==> config.mk <==
export PLATFORM = sky130hd
export DESIGN_NAME = dreq_launcher
export DESIGN_NICKNAME = d
export VERILOG_FILES = /design/src/rtl/dreq_launcher_pkg.sv /design/src/rtl/dreq_sync.sv /design/src/rtl/dreq_detect.sv /design/src/rtl/dreq_seq.sv /design/src/rtl/dreq_launcher.sv
export SDC_FILE = /design/constraint.sdc
export NUM_CORES = 1
export LEC_CHECK = 0
export ABC_AREA = 1
export BUFFER_PORTS_ARGS = -buffer_cell sky130_fd_sc_hd__buf_4
export CAP_MARGIN = 20
export CORE_AREA = 2 2 39 41
export CTS_CLUSTER_SIZE = 24
export DETAILED_ROUTE_END_ITERATION = 7
export DIE_AREA = 0 0 41 43
export PLACE_DENSITY = 0.67
export SETUP_SLACK_MARGIN = 0.2
export SYNTH_ARGS = -nofsm -noshare
export SYNTH_HDL_FRONTEND = slang
export SYNTH_SLANG_ARGS = --single-unit
export TNS_END_PERCENT = 100
==> constraint.sdc <==
create_clock -name clk -period 2.3 [get_ports clk]
set_input_delay 0.345 -clock clk [delete_from_list [all_inputs] [get_ports clk]]
set_output_delay 0.345 -clock clk [all_outputs]
set_load 0.02 [all_outputs]
==> src/rtl/dreq_launcher_pkg.sv <==
package dreq_launcher_pkg;
  localparam int unsigned DEF_SYNC_STAGES = 2;
  localparam int unsigned DEF_LAUNCH_LAT  = 3;

  typedef enum logic [1:0] {
    ST_IDLE = 2'd0,
    ST_WAIT = 2'd1,
    ST_BUSY = 2'd2
  } launch_st_e;
endpackage

==> src/rtl/dreq_sync.sv <==
module dreq_sync #(
  parameter int unsigned STAGES    = 2,
  parameter bit          RESET_VAL = 1'b1
) (
  input  logic clk,
  input  logic rst,
  input  logic din,
  output logic dout
);
  logic [STAGES-1:0] chain;

  generate
    for (genvar i = 0; i < STAGES; i++) begin : g_stage
      if (i == 0) begin : g_first
        always_ff @(posedge clk) begin
          if (rst) chain[0] <= RESET_VAL;
          else     chain[0] <= din;
        end
      end else begin : g_next
        always_ff @(posedge clk) begin
          if (rst) chain[i] <= RESET_VAL;
          else     chain[i] <= chain[i-1];
        end
      end
    end
  endgenerate

  assign dout = chain[STAGES-1];
endmodule

==> src/rtl/dreq_detect.sv <==
module dreq_detect (
  input  logic clk,
  input  logic rst,
  input  logic pin_sync,
  input  logic det_level,
  input  logic take,
  output logic req_avail
);
  logic prev_q;
  logic pend_q;
  logic fall;

  // falling edge of the synchronized, active-low pin
  assign fall = prev_q & ~pin_sync;

  always_comb begin
    if (det_level) req_avail = ~pin_sync;
    else           req_avail = pend_q | fall;
  end

  always_ff @(posedge clk) begin
    if (rst) begin
      prev_q <= 1'b1;
      pend_q <= 1'b0;
    end else begin
      prev_q <= pin_sync;
      if (det_level) pend_q <= 1'b0;
      else           pend_q <= (pend_q | fall) & ~take;
    end
  end
endmodule

==> src/rtl/dreq_seq.sv <==
module dreq_seq
  import dreq_launcher_pkg::*;
#(
  parameter int unsigned LAUNCH_LAT = DEF_LAUNCH_LAT
) (
  input  logic clk,
  input  logic rst,
  input  logic en,
  input  logic req_avail,
  input  logic single_addr,
  input  logic burst,
  input  logic cyc_done,
  output logic take,
  output logic cyc_start,
  output logic cyc_dummy
);
  localparam int unsigned CW = $clog2(LAUNCH_LAT + 1);
  localparam logic [CW-1:0] CNT_LOAD = CW'(LAUNCH_LAT - 1);

  launch_st_e    state_q;
  logic [CW-1:0] cnt_q;
  logic          seq_q;
  logic          first_q;

  assign take = (state_q == ST_IDLE) && en && req_avail;

  always_ff @(posedge clk) begin
    if (rst) begin
      state_q   <= ST_IDLE;
      cnt_q     <= '0;
      seq_q     <= 1'b0;
      first_q   <= 1'b0;
      cyc_start <= 1'b0;
      cyc_dummy <= 1'b0;
    end else begin
      cyc_start <= 1'b0;
      case (state_q)
        ST_IDLE: begin
          if (take) begin
            state_q <= ST_WAIT;
            cnt_q   <= CNT_LOAD;
            first_q <= ~seq_q;
            seq_q   <= 1'b1;
          end else begin
            seq_q   <= 1'b0;
          end
        end
        ST_WAIT: begin
          if (cnt_q == '0) begin
            state_q   <= ST_BUSY;
            cyc_start <= 1'b1;
            cyc_dummy <= first_q & single_addr & burst;
            first_q   <= 1'b0;
          end else begin
            cnt_q <= cnt_q - 1'b1;
          end
        end
        ST_BUSY: begin
          if (cyc_done) begin
            cyc_dummy <= 1'b0;
            if (cyc_dummy) begin
              // dummy cycle finished: data cycle is owed to the same request
              state_q <= ST_WAIT;
              cnt_q   <= CNT_LOAD;
            end else begin
              state_q <= ST_IDLE;
            end
          end
        end
        default: state_q <= ST_IDLE;
      endcase
    end
  end
endmodule

==> src/rtl/dreq_launcher.sv <==
module dreq_launcher
  import dreq_launcher_pkg::*;
#(
  parameter int unsigned SYNC_STAGES = DEF_SYNC_STAGES,
  parameter int unsigned LAUNCH_LAT  = DEF_LAUNCH_LAT
) (
  input  logic clk,
  input  logic rst,
  input  logic en,
  input  logic req_n,
  input  logic det_level,
  input  logic single_addr,
  input  logic burst,
  input  logic cyc_done,
  output logic cyc_start,
  output logic cyc_dummy
);
  logic pin_sync;
  logic req_avail;
  logic take;

  dreq_sync #(.STAGES(SYNC_STAGES), .RESET_VAL(1'b1)) u_sync (
    .clk  (clk),
    .rst  (rst),
    .din  (req_n),
    .dout (pin_sync)
  );

  dreq_detect u_detect (
    .clk       (clk),
    .rst       (rst),
    .pin_sync  (pin_sync),
    .det_level (det_level),
    .take      (take),
    .req_avail (req_avail)
  );

  dreq_seq #(.LAUNCH_LAT(LAUNCH_LAT)) u_seq (
    .clk         (clk),
    .rst         (rst),
    .en          (en),
    .req_avail   (req_avail),
    .single_addr (single_addr),
    .burst       (burst),
    .cyc_done    (cyc_done),
    .take        (take),
    .cyc_start   (cyc_start),
    .cyc_dummy   (cyc_dummy)
  );
endmodule

# Word-level counts from Yosys, hierarchy flattened
# Cells that the tools add are included.
# W data, S select, Z words.
# totals
ff_bits	12
in_bits	8
output_inout_bits	2
# op_classes
add_sub_neg	1
eq_ne	7
n_mux	19
bitwise	9
n_reduce_logical	13
# op_table
op	count
$mux W2	7
$pmux W2 S3	2
$reduce_and A3 Y1	3
$mux W1	8
$ne A2 B2 Y1 const B	3
$reduce_and A5 Y1	1
$and A1 B1 Y1	4
$logic_not A2 Y1	2
$ne A2 B1 Y1 const B	2
$not A1 Y1	4
$pmux W1 S2	2
$reduce_bool A2 Y1	2
$reduce_or A2 Y1	2
$reduce_bool A3 Y1	1
$eq A2 B1 Y1 const B	1
$eq A2 B2 Y1 const B	1
$logic_and A1 B1 Y1	2
$sub A2 B1 Y2 const B	1
$or A1 B1 Y1	1

# Longest topological paths before layout
# logic_depth
ltp_word	7
mapped_depth	10
depth_no_buf	10

# Hierarchy
# A second synthesis with hierarchy kept.
# unflattened
hier_cells	74
hier_area_um2	514.2
# modules_own_cells
mod	instances	cells_each	area_each_um2	seq_area_each_um2
dreq_seq	1	54	369.1	160.2
dreq_detect	1	13	86.3	40.0
dreq_sync	1	7	58.8	40.0

# Least setup slack after synthesis
# OpenSTA, ideal clock, no wires.
# synth_timing
path_kind	register to register
from	register u_seq.state_q[0]
to	register u_seq.cnt_q[0]
setup_ns	0.115
t_arrival_ns	1.236
required_time_ns	2.185
slack_ns	0.949
path_stages_with_launch	9
path_cell_list	dfxtp_1 inv_1 ha_1 nand2_1 o21ai_0 nor2_1 o211ai_1 nand2_1 nor2_1
# synth_between
elab_chain_cells	5
word_cells_on_any_way	12
# synth_lines
element	line	source
start: declaration	dreq_seq.sv:20	launch_st_e state_q;
start signal: assignment	dreq_seq.sv:29	state_q <= ST_IDLE;
start signal: assignment	dreq_seq.sv:40	state_q <= ST_WAIT;
start signal: assignment	dreq_seq.sv:50	state_q <= ST_BUSY;
$logic_not A2 Y1	dreq_seq.sv:25, dreq_seq.sv:37	
$logic_and A1 B1 Y1 (2 in a row)	dreq_seq.sv:25	assign take = (state_q == ST_IDLE) && en && req_avail;
$ne A2 B2 Y1 (no line)	n/a	
$reduce_and A5 Y1 (no line)	n/a	
end signal: assignment	dreq_seq.sv:55	cnt_q <= cnt_q - 1'b1;
end: declaration	dreq_seq.sv:21	logic [CW-1:0] cnt_q;
# Parallel ways exist; a longest one is shown, timed or not.
# A chain may end at the register's enable or synchronous reset.

# Worst setup path after layout
# Ends and elaborated chain as after synthesis.

==> summary.md <==
| Metric | Value |
|---|---|
| Status | `finished, final reports clean` |
| Hold path start | `req_n` |
| Arr. time, crit path | `1.72 ns` |
| Power per cell area | `1010 nW/um2` |
| Ant. Diodes | `0` |
| Setup CP Type | `reg2reg` |
| Worst IR drop on VDD | `0.475 mV` |
| Slew @ Worst Pin | `0.316 ns` |
| Critical Path Start Type | `flop` |
| Worst stage delay on the critical path | `0.36 ns` |
| CTS tree | `done` |
| Hold Crit Endpoint | `u_sync.chain[0]` |
| Synth Area in XOR/XNOR | `0%` |
| FF-to-FF path depth | `8` |
| Mapped Area | `609 um2` |
| Reg2reg end | `u_seq.cnt_q[0]` |
| Final setup TNS | `0 ns` |
| Detailed Route WL | `1070 um` |
| Total grt overflow | `0` |
| Vias per std cell | `4.92` |
| Final Slew Violations | `0` |
| CP Max Fanout | `5` |
| Width of the die | `41 um` |
| DR vias | `551` |
| Clk buf depth | `2` |
| Tmin final | `1.55 ns` |
| Number of fill cells in the layout | `141` |
| Post-CTS setup buffer count | `0` |
| Remaining DRCs | `0` |
| Fin crit share | `67.2%` |
| Syn Nets | `97` |
| # nets final | `111` |
| Largest net degree at the start of global routing | `10` |
| Hold Buf Count CTS | `0` |
| TritonCTS buffer count | `3` |
| CP Capture Type | `flop` |
| Worst slew margin | `78.4%` |
| Post-CTS resize count | `0` |
| Max cap viols | `0` |
| Buffers & Inverters on Critical Path | `1` |
| Seq/Total Area, Yosys | `39.4%` |
| Post-Synth Simple-Gate Area | `30.2%` |
| Fraction of layout cells with a size suffix above 1 | `18.8%` |
| Post-route worst setup slack | `0.754 ns` |
| Row cnt | `14` |
| Initial core utilization | `44.0%` |
| Multi-input gate area | `305 um2` |
| Ys Warns | `0` |
| Static leakage | `0.371 nW` |
| Clk Latency, worst-skew pair | `0.27 ns` |
| RSZ-0062 raised after global routing | `no` |
| Die Area | `1760 um2` |
| Hold Vio Cnt, Final | `0` |
| Syn avg cell area | `7.25 um2` |
| Reg clk slew, reported paths | `0.07 ns` |
| Vias in the first global route | `450` |
| Cell Area, Placed | `697 um2` |
| Total power | `0.726 mW` |
| Most common cell after layout, fill and taps aside | `nand2_1` |
| H-Tree Depth | `1` |
| Post-DP HPWL | `851 um` |
| Compound-cell area share of the yosys netlist | `9.65%` |
| Initial DRC Count | `8` |
| Cell Chain, Critical Path | `inv_1 -> ha_1 -> nand2_1 -> o21ai_0 -> nor2_1 -> o211ai_1 -> nand2_1 -> nor2_1` |
| Combinational family with the most area after synthesis | `simple AND/OR/NAND/NOR gates` |
| Initial antenna violation count | `0` |
| FF/Latch Area | `240 um2` |
| Antenna Nets Post-Route | `0` |
| Avg WL per Cell | `9.52 um` |
| IO Pins | `10` |
| R2R setup slack | `0.75 ns` |
| Drt pass-1 iters | `5` |
| First-pass GRT wire length | `1680 um` |
| Final instance area | `719 um2` |
| Hold Path Depth | `2` |
| Adder-cell share of the synthesized area | `10.3%` |
| I/O Buffers | `9` |
| Area Overhead vs Synth | `18.1%` |
| Routability-driven placement congestion ratio | `0.799` |
| Pre-CTS WS | `0.752 ns` |
| Delay-heaviest family, CP | `simple AND/OR/NAND/NOR gates` |
| Die height | `43 um` |
| Total GRT Usage | `14.8%` |
| Clock skew | `0.000747 ns` |
| Post-Syn Instances | `84` |
| Worst hold path class | `in2reg` |
| CTS sink cnt | `12` |
| Reg2reg start | `u_seq.state_q[0]` |
| Final setup viols | `0` |
| Clock Tree Root | `clkbuf_4` |
| FF+latch count, synth | `12` |
| Core Region | `1380 um2` |
| Worst Path Required | `2.47 ns` |
| Post-synthesis mux area share | `0%` |
| Most frequent cells in the layout | `nand2_1 (18), inv_1 (17), dfxtp_1 (12), buf_4 (9), nor2_1 (7)` |
| F_max | `647 MHz` |
| Netlist cell types | `17` |
| Critical Path Slowest Stage Cell | `dfxtp_1` |
[cell families after synthesis]
group,count (synthesis)
flops,12
buf+inv,17
simple gates,40
compound gates,10
fa+ha+maj,5
[routing by layer]
layer | part of all wire [%] | global-route usage, %
met1 | 46 | 16.6
met2 | 46 | 20.6
met3 | 5.2 | 6.28
met4 | 3.3 | 12.0
met5 | 0 | 0
[how the worst max path moves through the flow]
stage                     startpoint              to  slack [ns]  cells past startpoint
floorplan           u_seq.state_q[0]  u_seq.cnt_q[0]        0.95                      8
global placement    u_seq.state_q[0]  u_seq.cnt_q[0]        0.78                      8
detailed placement  u_seq.state_q[0]  u_seq.cnt_q[0]        0.75                      8
CTS                 u_seq.state_q[0]  u_seq.cnt_q[0]        0.74                      8
global route        u_seq.state_q[0]  u_seq.cnt_q[0]        0.58                      8
finish              u_seq.state_q[0]  u_seq.cnt_q[0]        0.75                      8
[area by class of cell]
cell class / count / share of cell area, %
multi-input combinational: 55 / 42.4
clock buffer: 3 / 3.13
inverter: 17 / 8.87
timing repair buffer: 9 / 9.39
tap: 16 / 2.78
sequential: 12 / 33.4
[through the flow]
stage | hold WS [ns] | std cells | util (%)
2_1_floorplan | 0.389 | 84 | -
3_3_place_gp | 0.398 | 109 | 50.4
3_5_place_dp | 0.403 | 109 | 50.4
4_1_cts | 0.254 | 112 | 52.0
5_1_grt | 0.241 | 112 | 52.0
6_report | 0.255 | 112 | 52.0
[registers in the layout (all words and copies together), names as in the netlist]
signal / cells
u_sync.chain: 1
u_seq.cyc_start: 1
u_detect.prev_q: 1
u_seq.first_q: 1
u_detect.pend_q: 1
u_seq.cyc_dummy: 1
u_seq.cnt_q: 2
u_seq.state_q: 2
u_sync.dout: 1
u_seq.seq_q: 1
[report_power, final]
group | total [mW] | internal (mW) | switching (mW)
Combinational | 0.331 | 0.128 | 0.203
Sequential | 0.269 | 0.246 | 0.0226
Clock | 0.127 | 0.0607 | 0.0659
Total | 0.726 | 0.434 | 0.292
[synthesized netlist by cell type (all sizes together)]
cell | instances | area (um2)
nand2 | 20 | 80.1
inv | 17 | 63.8
dfxtp | 12 | 240
nor2 | 8 | 32.5
nand3 | 6 | 35.0
a21oi | 5 | 25.0
ha | 5 | 62.6
nand4 | 3 | 18.8
o21ai | 2 | 10.0
or2 | 2 | 12.5
a2111oi | 1 | 8.76
a21o | 1 | 7.51
nor3 | 1 | 5.00
o211ai | 1 | 7.51
No activity file was read; power rests on OpenSTA's default activity.
